[src/rtl/bl_pkg.sv]
package bl_pkg;

    localparam logic [1:0] LS_BUSY = 2'b00;
    localparam logic [1:0] LS_PASS = 2'b01;
    localparam logic [1:0] LS_FAIL = 2'b10;
    localparam logic [1:0] LS_OFF  = 2'b11;

    localparam logic [15:0] CRC_POLY = 16'h1021;
    localparam logic [15:0] CRC_SEED = 16'hFFFF;

    typedef enum logic [2:0] {
        PH_SAMPLE,
        PH_REQ,
        PH_WAIT,
        PH_END,
        PH_OFF
    } phase_e;

endpackage

[src/rtl/bl_crc16_step.sv]
// One byte of a non-reflected CRC-16, MSB first.
module bl_crc16_step #(
    parameter logic [15:0] POLY = 16'h1021
) (
    input  logic [15:0] crc_i,
    input  logic [7:0]  byte_i,
    output logic [15:0] crc_o
);

    always_comb begin
        logic [15:0] acc;
        acc = crc_i ^ {byte_i, 8'h00};
        for (int b = 0; b < 8; b++) begin
            if (acc[15]) acc = {acc[14:0], 1'b0} ^ POLY;
            else         acc = {acc[14:0], 1'b0};
        end
        crc_o = acc;
    end

endmodule

[src/rtl/bl_tmo_guard.sv]
// Counts consecutive cycles without progress; flags the LIMIT-th one.
module bl_tmo_guard #(
    parameter int LIMIT = 256
) (
    input  logic clk,
    input  logic rst_n,
    input  logic clr,
    input  logic run,
    output logic expired
);

    localparam int TW = $clog2(LIMIT + 1);

    logic [TW-1:0] cnt_d, cnt_q;

    assign expired = run && (cnt_q == TW'(LIMIT - 1));

    always_comb begin
        cnt_d = cnt_q;
        if (clr)                 cnt_d = '0;
        else if (run && !expired) cnt_d = cnt_q + TW'(1);
    end

    always_ff @(posedge clk or negedge rst_n) begin
        if (!rst_n) cnt_q <= '0;
        else        cnt_q <= cnt_d;
    end

    AST_TMO_BOUND: assert property (@(posedge clk) disable iff (!rst_n)
        int'(cnt_q) <= LIMIT - 1);

    AST_TMO_CLEAR: assert property (@(posedge clk) disable iff (!rst_n)
        clr |=> (cnt_q == '0));

endmodule

[src/rtl/pgmem_boot_loader.sv]
module pgmem_boot_loader
    import bl_pkg::*;
#(
    parameter int PAGES      = 164,
    parameter int PAGE_BYTES = 64,
    parameter int TIMEOUT    = 256,
    parameter int PAGE_W     = $clog2(PAGES),
    parameter int ADDR_W     = $clog2(PAGES * PAGE_BYTES)
) (
    input  logic              clk,
    input  logic              rst_n,
    input  logic              boot_sel,
    output logic              req_valid,
    output logic [PAGE_W-1:0] req_page,
    input  logic              rsp_valid,
    input  logic [7:0]        rsp_data,
    output logic              cfg_we,
    output logic [ADDR_W-1:0] cfg_addr,
    output logic [7:0]        cfg_wdata,
    output logic [1:0]        load_status
);

    localparam int OFF_W = $clog2(PAGE_BYTES);

    typedef struct packed {
        phase_e              phase;
        logic [PAGE_W-1:0]   page;
        logic [OFF_W-1:0]    off;
        logic [15:0]         crc;
        logic [1:0]          status;
        logic                we;
        logic [ADDR_W-1:0]   addr;
        logic [7:0]          wdata;
    } ldr_t;

    ldr_t r_d, r_q;

    logic [15:0]       crc_nxt;
    logic [ADDR_W-1:0] addr_cur;
    logic              last_off;
    logic              last_page;
    logic              tmo_clr;
    logic              tmo_run;
    logic              tmo_hit;

    bl_crc16_step #(.POLY(CRC_POLY)) u_crc (
        .crc_i  (r_q.crc),
        .byte_i (rsp_data),
        .crc_o  (crc_nxt)
    );

    assign tmo_clr = (r_q.phase == PH_REQ) || (r_q.phase == PH_WAIT && rsp_valid);
    assign tmo_run = (r_q.phase == PH_WAIT) && !rsp_valid;

    bl_tmo_guard #(.LIMIT(TIMEOUT)) u_tmo (
        .clk     (clk),
        .rst_n   (rst_n),
        .clr     (tmo_clr),
        .run     (tmo_run),
        .expired (tmo_hit)
    );

    assign addr_cur  = ADDR_W'(r_q.page) * ADDR_W'(PAGE_BYTES) + ADDR_W'(r_q.off);
    assign last_off  = (r_q.off == OFF_W'(PAGE_BYTES - 1));
    assign last_page = (r_q.page == PAGE_W'(PAGES - 1));

    always_comb begin
        r_d    = r_q;
        r_d.we = 1'b0;
        unique case (r_q.phase)
            PH_SAMPLE: begin
                r_d.phase  = boot_sel ? PH_REQ : PH_OFF;
                r_d.status = boot_sel ? LS_BUSY : LS_OFF;
            end
            PH_REQ: begin
                r_d.phase = PH_WAIT;
            end
            PH_WAIT: begin
                if (rsp_valid) begin
                    r_d.we    = 1'b1;
                    r_d.addr  = addr_cur;
                    r_d.wdata = rsp_data;
                    r_d.crc   = crc_nxt;
                    if (last_off) begin
                        r_d.off = '0;
                        if (last_page) begin
                            r_d.phase  = PH_END;
                            r_d.status = (crc_nxt == 16'h0000) ? LS_PASS : LS_FAIL;
                        end else begin
                            r_d.page  = r_q.page + PAGE_W'(1);
                            r_d.phase = PH_REQ;
                        end
                    end else begin
                        r_d.off = r_q.off + OFF_W'(1);
                    end
                end else if (tmo_hit) begin
                    r_d.phase  = PH_END;
                    r_d.status = LS_FAIL;
                end
            end
            PH_END, PH_OFF: begin
                r_d.phase = r_q.phase;
            end
            default: begin
                r_d.phase = PH_END;
            end
        endcase
    end

    always_ff @(posedge clk or negedge rst_n) begin
        if (!rst_n) begin
            r_q.phase  <= PH_SAMPLE;
            r_q.page   <= '0;
            r_q.off    <= '0;
            r_q.crc    <= CRC_SEED;
            r_q.status <= LS_BUSY;
            r_q.we     <= 1'b0;
            r_q.addr   <= '0;
            r_q.wdata  <= '0;
        end else begin
            r_q <= r_d;
        end
    end

    assign req_valid   = (r_q.phase == PH_REQ);
    assign req_page    = r_q.page;
    assign cfg_we      = r_q.we;
    assign cfg_addr    = r_q.addr;
    assign cfg_wdata   = r_q.wdata;
    assign load_status = r_q.status;

    AST_REQ_PULSE: assert property (@(posedge clk) disable iff (!rst_n)
        req_valid |=> !req_valid);

    AST_REQ_RANGE: assert property (@(posedge clk) disable iff (!rst_n)
        req_valid |-> int'(req_page) < PAGES);

    AST_PAGE_STEP: assert property (@(posedge clk) disable iff (!rst_n)
        (req_valid && $past(r_q.phase) == PH_WAIT) |-> req_page == $past(req_page) + PAGE_W'(1));

    AST_WRITE_BUSY: assert property (@(posedge clk) disable iff (!rst_n)
        cfg_we |-> $past(load_status) == LS_BUSY);

    AST_ADDR_RANGE: assert property (@(posedge clk) disable iff (!rst_n)
        cfg_we |-> int'(cfg_addr) < PAGES * PAGE_BYTES);

    AST_BUSY_LOADING: assert property (@(posedge clk) disable iff (!rst_n)
        (r_q.phase == PH_REQ || r_q.phase == PH_WAIT) |-> load_status == LS_BUSY);

    AST_VERDICT_HOLD: assert property (@(posedge clk) disable iff (!rst_n)
        (load_status != LS_BUSY) |=> $stable(load_status));

    AST_END_QUIET: assert property (@(posedge clk) disable iff (!rst_n)
        (load_status != LS_BUSY) |=> (!req_valid && !cfg_we));

    AST_OFF_QUIET: assert property (@(posedge clk) disable iff (!rst_n)
        (load_status == LS_OFF) |-> (!req_valid && !cfg_we));

endmodule

[config.mk]
export PLATFORM = sky130hd
export DESIGN_NAME = pgmem_boot_loader
export DESIGN_NICKNAME = d
export VERILOG_FILES = /design/src/rtl/bl_pkg.sv /design/src/rtl/bl_crc16_step.sv /design/src/rtl/bl_tmo_guard.sv /design/src/rtl/pgmem_boot_loader.sv
export SDC_FILE = /design/constraint.sdc
export NUM_CORES = 1
export LEC_CHECK = 0
export BUFFER_PORTS_ARGS = -buffer_cell sky130_fd_sc_hd__buf_2
export CORE_ASPECT_RATIO = 0.5
export CORE_MARGIN = 2
export CORE_UTILIZATION = 35
export DETAILED_ROUTE_END_ITERATION = 10
export GPL_TIMING_DRIVEN = 0
export PLACE_DENSITY_LB_ADDON = 0.25
export SLEW_MARGIN = 20
export SYNTH_ARGS = -nofsm -noshare
export SYNTH_HDL_FRONTEND = slang
export SYNTH_SLANG_ARGS = --single-unit
[constraint.sdc]
create_clock -name clk -period 2.4 [get_ports clk]
set_input_delay 0.48 -clock clk [delete_from_list [all_inputs] [get_ports clk]]
set_output_delay 0.48 -clock clk [all_outputs]
set_load 0.005 [all_outputs]
==> run_results.csv, run 1 <==
group,metric,value,unit
outcome,status,"completed",
placed_design,portBuffers,45,
worst_setup_path,reg2reg_to,"u_tmo.cnt_q[7]$_DFFE_PN0P_",
timing,grt_setup_unrepaired,"no",
power,p_leak,2.12,nW
logic_synthesis,synth_edf_count,0,
worst_setup_path,crit_path_max_fanout,9,
drt,post_drt_wl_per_cell,12.8,µm
drt,drc,0,
logic_synthesis,synthArstFlopShare,1.00,
drt,detail-route-antenna-nets,0,
worst_setup_path,r2r_setup_slack,430,ps
floorplan,rows,25,
logic_synthesis,synthTopCellsByCount,"101 x nand2_1, 51 x dfrtp_1, 32 x buf_4, 22 x xnor2_1, 17 x o21ai_0",
worst_setup_path,crit_type,"flip-flop to flip-flop",
logic_synthesis,yosysTopAreaCell,"dfrtp_1",
hold_path,hp-class,"primary input to async pin",
global_route,antenna_found_initial,0,
floorplan,die_x,143,µm
clocking,hold_buffers,0,
worst_setup_path,crit-reg2reg-launch,"u_tmo.cnt_q[2]$_DFFE_PN0P_",
floorplan,ios,46,
power,vdd_drop_max,0.302,mV
timing,post-route-period-util,0.821,
clocking,clk_path_buf_depth,2,
floorplan,die_y,73.6,µm
global_route,grt_max_degree,46,
cells_and_area,drive_gt1_frac,0.303,
drt,initialDrtViolationCount,122,
placed_design,placed_cells,529,
clocking,clock_latency,330,ps
clocking,root_buffer,"clkbuf_16",
drt,postRouteWirelength,6960,µm
logic_synthesis,netlist_area,0.00339,mm²
logic_synthesis,synthCells,348,
power,p_per_area,598,mW/mm²
clocking,clock-sinks,67,
logic_synthesis,synth_cell_types,47,
logic_synthesis,netlist.area_leader.share,0.376,
timing,max_freq,507,MHz
clocking,cts-htree-levels,3,
floorplan,core_area,0.00945,mm²
clocking,cts_tree,"done",
timing,final_hold_viol_count,0,
drt,viasPerCell,4.46,
timing,worstMarginPinSlew,625,ps
run,maxCapViolCount,0,
timing,min_period,1970,ps
clocking,clk_pin_slew,50,ps
placed_design,placed_area,0.00382,mm²
floorplan,die_area,0.0106,mm²
drt,first_pass_iters,4,
drt,vias,2427,
logic_synthesis,synthesis.nets,364,
cells_and_area,antenna_cells,0,
cells_and_area,postLayoutCellArea,0.00410,mm²
timing,setup_tns,0,ps
logic_synthesis,ys_ff_latch,67,
worst_setup_path,reg2regPathDepth,8,
clocking,cts_setup_buffers,0,
worst_setup_path,cp-end-kind,"flip-flop",
logic_synthesis,synth_area_leaders,"dfrtp_1 38%, dfstp_2 12%, nand2_1 11%",
timing,slew_headroom,0.583,
placed_design,hpwl,4970,µm
floorplan,start_util,0.359,
cells_and_area,syn_to_final_growth,20.8,%
cells_and_area,stdcell_count,544,
clocking,cts_buffers,9,
logic_synthesis,yosysSeqAreaShare,0.500,
global_route,overflow,0,
global_route,grt_pass1_vias,2401,
cells_and_area,nets,421,
global_route,grt_pass1_wl,11700,µm
worst_setup_path,startpoint_type,"flip-flop",
timing,setup_violations,0,
worst_setup_path,crit_arrival,2230,ps
logic_synthesis,yosysMostFrequentCell,"nand2_1",
timing,finClkSkew,1.75,ps
placed_design,place.gp.congestion,0.770,
logic_synthesis,ys_dominant_reg_cell,"dfrtp_1",
timing,final.setup.worst_slack,429,ps
clocking,cts_resized,0,
logic_synthesis,syn_avg_cell_area,9.75,µm²
timing,drv_slew,0,
worst_setup_path,cp_data_required_time,2650,ps
global_route,grt_usage,0.146,
logic_synthesis,synth_warnings,0,
placed_design,detailedPlace.worstSlack,246,ps
-- cell families after synthesis --
group           count (synthesis)  synth area share
simple gates                  158             0.222
flops                          67             0.500
buf+inv                        47            0.0903
xor+xnor                       40             0.109
compound gates                 29            0.0527
fa+ha+maj                       4            0.0147
mux                             3            0.0107
-- flip-flops by register name (all words and copies together) (netlist names) --
signal	flops
cfg_addr	14
cfg_wdata	8
cfg_we	1
load_status	2
r_q	25
req_page	8
u_tmo.cnt_q	9
-- placed cells by master, fill, tap and decap left out, types with 2 or more instances in the layout --
cell / n
buf_2: 46
nor3_1: 3
clkbuf_8: 3
clkbuf_16: 9
inv_1: 5
xor2_1: 16
nor4_1: 2
nor4bb_1: 2
clkbuf_1: 7
nand3_1: 9
nand3_2: 2
a21o_1: 2
and4_1: 3
buf_4: 33
xnor2_1: 22
and3_1: 4
ha_1: 4
and2_1: 3
o21ai_0: 17
dfrtp_1: 51
a211oi_1: 2
clkinv_2: 2
nand4_1: 7
dfstp_2: 16
nand2_1: 101
nor2_1: 12
-- final cells by class --
cell class / instances / area [µm²]
Clock inverter: 2 / 10.0
Timing Repair Buffer: 46 / 255
Buffer: 41 / 284
Tap cell: 135 / 169
Fill cell: 960 / 5350
Multi-Input combinational cell: 234 / 1390
Sequential cell: 67 / 1700
Clock buffer: 13 / 270
Inverter: 6 / 22.5
-- through the flow --
stage	util	power [mW]	hold WS, ps
3_3_place_gp	0.401	1.24	449
2_1_floorplan	-	1.19	184
6_report	0.434	2.45	48.4
5_1_grt	0.434	2.56	63.3
3_5_place_dp	0.404	1.25	408
4_1_cts	0.434	2.49	55.9
-- report_power, final --
group          switching (mW)  total [mW]  internal (mW)
Clock                   0.450        1.22          0.774
Sequential           0.000445        1.13           1.13
Combinational          0.0579      0.0936         0.0357
Total                   0.509        2.45           1.94
-- how the worst max path moves through the flow --
stage	startpoint	endpoint	slack (ps)	depth (start not counted)
finish	u_tmo.cnt_q[2]$_DFFE_PN0P_	u_tmo.cnt_q[7]$_DFFE_PN0P_	430	8
global route	u_tmo.cnt_q[2]$_DFFE_PN0P_	u_tmo.cnt_q[7]$_DFFE_PN0P_	190	8
CTS	u_tmo.cnt_q[2]$_DFFE_PN0P_	u_tmo.cnt_q[7]$_DFFE_PN0P_	250	8
detailed placement	u_tmo.cnt_q[2]$_DFFE_PN0P_	u_tmo.cnt_q[7]$_DFFE_PN0P_	250	8
global placement	u_tmo.cnt_q[2]$_DFFE_PN0P_	u_tmo.cnt_q[7]$_DFFE_PN0P_	290	8
floorplan	u_tmo.cnt_q[2]$_DFFE_PN0P_	u_tmo.cnt_q[7]$_DFFE_PN0P_	530	8
-- critical path, cell delays in order (launching register included) --
cell	delay [ps]
dfrtp_1	410
and4_1	230
nand2_1	100
nor2_1	60
ha_1	200
nor2_2	310
nand3_2	120
or3_1	320
a21oi_1	140
-- metal layers --
metal	share of wire	GRT usage	vias to the layer above
met5	0	0	-
met4	0.016	0.0458	0
met1	0.52	0.200	1149
li1	-	-	1231
met3	0.036	0.0469	10
met2	0.43	0.223	37
Note: power is estimated with default switching activity, not from simulation.
==> run 2, diff against run 1 <==
- clock period: 2.4 -> 2 ns (I/O delays scaled with it)
==> run_results.csv, run 2 (same netlist as run 1, synthesis figures left out) <==
group,metric,value,unit
drt,detail-route-antenna-nets,0,
floorplan,start_util,0.359,
global_route,grt_pass1_wl,11700,µm
worst_setup_path,crit_type,"flip-flop to flip-flop",
run,maxCapViolCount,0,
placed_design,placed_cells,529,
clocking,clk_path_buf_depth,2,
clocking,cts_buffers,9,
cells_and_area,antenna_cells,0,
power,p_per_area,710,mW/mm²
worst_setup_path,crit-reg2reg-launch,"u_tmo.cnt_q[2]$_DFFE_PN0P_",
cells_and_area,largest_reg_flops,25,
hold_path,hp-start,"rsp_data[1]",
drt,post_drt_wl_per_cell,12.9,µm
clocking,cts-htree-levels,3,
placed_design,portBuffers,45,
timing,max_freq,536,MHz
placed_design,place.gp.congestion,0.770,
timing,drv_slew,0,
floorplan,die_area,0.0106,mm²
timing,setup_violations,0,
worst_setup_path,startpoint_type,"flip-flop",
worst_setup_path,crit_path_max_fanout,4,
cells_and_area,postLayoutCellArea,0.00415,mm²
drt,postRouteWirelength,7020,µm
cells_and_area,stdcell_count,546,
power,p_leak,2.13,nW
timing,setup_tns,0,ps
clocking,clk_pin_slew,50,ps
drt,viasPerCell,4.48,
drt,vias,2448,
timing,final_hold_viol_count,0,
global_route,grt_usage,0.147,
floorplan,core_area,0.00945,mm²
worst_setup_path,crit_arrival,2120,ps
cells_and_area,layout_commonest_cell,"nand2_1",
worst_setup_path,cp-end-kind,"flip-flop",
cells_and_area,nets,423,
placed_design,placed_area,0.00382,mm²
global_route,overflow,0,
floorplan,rows,25,
floorplan,ios,46,
clocking,clock-sinks,67,
timing,fin_hold_ws,301,ps
timing,finClkSkew,2.16,ps
timing,slew_headroom,0.587,
global_route,antenna_found_initial,0,
hold_path,hp-class,"primary input to flip-flop",
outcome,status,"completed",
global_route,grt_max_degree,46,
cells_and_area,syn_to_final_growth,22.2,%
floorplan,die_x,143,µm
cells_and_area,utilization,0.439,
cells_and_area,final_cell_mix,"101 x nand2_1, 51 x dfrtp_1, 46 x buf_2, 34 x buf_4, 22 x xnor2_1",
drt,first_pass_iters,4,
timing,worstMarginPinSlew,619,ps
cells_and_area,fillers,954,
cells_and_area,regMostFlops,"r_q",
clocking,cts_tree,"done",
clocking,clock_latency,330,ps
worst_setup_path,crit_start,"u_tmo.cnt_q[2]$_DFFE_PN0P_",
worst_setup_path,cp_data_required_time,2260,ps
drt,initialDrtViolationCount,149,
floorplan,die_y,73.6,µm
timing,min_period,1870,ps
timing,post-route-period-util,0.933,
power,vdd_drop_max,0.363,mV
clocking,root_buffer,"clkbuf_16",
global_route,grt_pass1_vias,2405,
drt,drc,0,
placed_design,hpwl,4970,µm
cells_and_area,drive_gt1_frac,0.316,
==> run 2: where the power goes <==
group          switching (mW)  leakage (nW)  internal, mW
registers            0.000525         0.865          1.36
clock network           0.540         0.141         0.928
logic                  0.0701          1.12        0.0446
==> run 2: final timing paths <==
path / cells past startpoint / endpoint / slack [ps]
setup / recovery: 8 / load_status[1]$_DFFE_PN0P_ / 130
hold / removal: 3 / cfg_wdata[1]$_DFFE_PN0P_ / 300
setup reg to reg: 8 / load_status[1]$_DFFE_PN0P_ / 130
hold reg to reg: 2 / r_q[36]$_DFFE_PN1P_ / 460
max in group asynchronous: 3 / r_q[33]$_DFFE_PN1P_ / 900
min in group asynchronous: 2 / cfg_addr[7]$_DFFE_PN0P_ / 510
==> run 2: through the flow <==
step	total power, mW	setup slack, ps
global route	3.07	-30.5
floorplan	1.43	125
global placement	1.49	-114
detailed placement	1.50	-154
CTS	2.99	19.7
finish	2.94	133
==> run 2: metal layers <==
| layer | global-route usage | wire length (µm) |
|---|---|---|
| met1 | 0.201 | 3610 |
| met2 | 0.224 | 3030 |
| met3 | 0.0469 | 267 |
| met4 | 0.0458 | 114 |
| met5 | 0 | 0 |
==> run 2: timing repair <==
action	4_1_cts	5_1_grt
gates resized for setup	1	7
setup buffers	0	1
setup endpoints to repair	7	10
hold endpoints to repair	22	0
hold buffers	1	0
==> run 2: worst max-delay path, stage by stage, from the launching register on <==
cell and delay [ps]:
dfrtp_1 370, and4_4 230, nand2_1 80, nor2_1 130, ha_2 220, inv_1 50
o221a_2 310, a2111oi_2 260, o2bb2ai_1 150
==> run 2: area by class of cell <==
type                       instances  area, µm²  share of cell area
sequential                        67       1700               0.409
multi-input combinational        234       1420               0.343
buffer                            41        284              0.0685
clock buffer                      13        270              0.0652
clock inverter                     2       10.0             0.00241
inverter                           6       22.5             0.00543
timing repair buffer              48        273              0.0658
tap                              135        169              0.0407
==> run 3, diff against run 2 <==
- CORE_UTILIZATION: 35 -> 30
- clock period: 2 -> 1.6 ns (I/O delays scaled with it)
==> run_results.csv, run 3 (same netlist as run 1, synthesis figures left out) <==
group,metric,value,unit
outcome,status,"complete, but fails checks",
outcome,violations,"negative setup slack",
global_route,antenna_found_initial,0,
timing,grt_setup_unrepaired,"yes",
cells_and_area,largest_reg_flops,25,
power,power.share.switching,0.210,
worst_setup_path,critPathMaxStageDelay,350,ps
clocking,cts_tree,"done",
drt,drc,0,
floorplan,die_y,79.2,µm
cells_and_area,final_cell_mix,"100 x nand2_1, 49 x buf_4, 46 x dfrtp_1, 45 x buf_2, 21 x xnor2_1",
placed_design,placed_cells,539,
clocking,clock-sinks,67,
power,power.sequential.fraction,0.469,
power,p_leak,2.23,nW
drt,viasPerCell,4.44,
cells_and_area,nets,440,
drt,vias,2546,
worst_setup_path,crit_path_max_fanout,4,
cells_and_area,postLayoutCellArea,0.00456,mm²
timing,post-route-period-util,1.06,
global_route,grt_pass1_vias,2620,
cells_and_area,regMostFlops,"r_q",
drt,post_drt_wl_per_cell,13.3,µm
timing,final_hold_viol_count,0,
floorplan,die_x,154,µm
power,pwr-share-clk,0.484,
placed_design,hpwl,5030,µm
worst_setup_path,cp_data_required_time,1860,ps
power,p_int,2.87,mW
clocking,clk_path_buf_depth,2,
floorplan,die_area,0.0122,mm²
timing,drv_slew,0,
timing,fin_hold_ws,216,ps
power,vdd_drop_max,0.378,mV
worst_setup_path,crit_arrival,1950,ps
floorplan,start_util,0.308,
cells_and_area,layout_commonest_cell,"nand2_1",
clocking,clk_pin_slew,50,ps
clocking,clock_latency,330,ps
worst_setup_path,r2r_setup_slack,-100,ps
placed_design,portBuffers,45,
drt,detail-route-antenna-nets,0,
timing,setup_violations,10,
timing,final.setup.worst_slack,-96.9,ps
floorplan,ios,46,
hold_path,hp-class,"primary input to flip-flop",
cells_and_area,syn_to_final_growth,34.2,%
cells_and_area,drive_gt1_frac,0.406,
clocking,cts-htree-levels,3,
worst_setup_path,startpoint_type,"flip-flop",
power,p_total,3.63,mW
cells_and_area,utilization,0.414,
clocking,root_buffer,"clkbuf_16",
power,p_switching,0.763,mW
global_route,grt_pass1_wl,12700,µm
timing,slew_headroom,0.619,
timing,max_freq,589,MHz
cells_and_area,antenna_cells,0,
worst_setup_path,crit_path_cell_trace,"and4_1 -> nand2_2 -> nor2_2 -> ha_2 -> inv_2 -> o221a_4 -> a2111oi_4 -> o2bb2ai_1",
floorplan,core_area,0.0110,mm²
run,maxCapViolCount,0,
placed_design,detailedPlace.worstSlack,-243,ps
power,combPwrFrac,0.047,
drt,initialDrtViolationCount,151,
timing,min_period,1700,ps
timing,finClkSkew,6.19,ps
global_route,grt_max_degree,45,
timing,worstMarginPinSlew,567,ps
worst_setup_path,crit_path_top_delay_cell,"dfrtp_1",
placed_design,place.gp.congestion,0.754,
cells_and_area,stdcell_count,574,
clocking,cts_buffers,9,
global_route,overflow,0,
drt,postRouteWirelength,7640,µm
timing,setup_tns,-481,ps
worst_setup_path,crit_type,"flip-flop to flip-flop",
placed_design,placed_area,0.00388,mm²
worst_setup_path,cp-end-kind,"flip-flop",
power,p_per_area,796,mW/mm²
drt,first_pass_iters,5,
floorplan,rows,27,
global_route,grt_usage,0.134,
[run 3: area by class of cell]
type / count / area (µm²)
fill: 1127 / 6460
inverter: 6 / 27.5
timing repair buffer: 65 / 425
clock buffer: 16 / 262
multi-input combinational: 234 / 1660
buffer: 41 / 303
sequential: 67 / 1700
tap: 145 / 181
[run 3: power by group through the flow]
stage | Sequential, mW | Combinational, mW | Clock, mW
floorplan | 1.73 | 0.0627 | 0
global placement | 1.73 | 0.137 | 0
detailed placement | 1.73 | 0.145 | 0
CTS | 1.70 | 0.159 | 1.81
global route | 1.70 | 0.191 | 1.89
finish | 1.70 | 0.172 | 1.76
[run 3: worst paths after layout]
check / start / endpoint / depth (start not counted)
max in group asynchronous: rst_n / r_q[35]$_DFFE_PN1P_ / 3
min in group asynchronous: rst_n / u_tmo.cnt_q[3]$_DFFE_PN0P_ / 2
max: u_tmo.cnt_q[5]$_DFFE_PN0P_ / load_status[1]$_DFFE_PN0P_ / 8
min: rsp_data[0] / cfg_wdata[0]$_DFFE_PN0P_ / 3
min reg2reg: r_q[35]$_DFFE_PN1P_ / r_q[35]$_DFFE_PN1P_ / 2
max reg2reg: u_tmo.cnt_q[5]$_DFFE_PN0P_ / load_status[1]$_DFFE_PN0P_ / 8
[run 3: layer usage]
metal | vias up | part of all wire | track usage
met5 | - | 0 | 0
met4 | 0 | 0.018 | 0.0528
met3 | 12 | 0.035 | 0.0393
met2 | 36 | 0.46 | 0.214
met1 | 1229 | 0.49 | 0.172
li1 | 1269 | - | -
[run 3: worst max-delay path, delay by kind of cell (launching register included)]
family	cells	cell delay (ps)
buffers and inverters	1	40
and+or+nand+nor	3	380
DFF	1	350
adders and majority gates	1	210
AOI/OAI and AO/OA	3	650
[run 3: what timing repair did]
action	CTS	global route
resized for setup	21	33
pin swaps	9	18
endpoints found under the hold margin	23	0
hold buffers	1	0
gates cloned	0	0
endpoints found under the setup margin	39	50
setup buffers	8	10
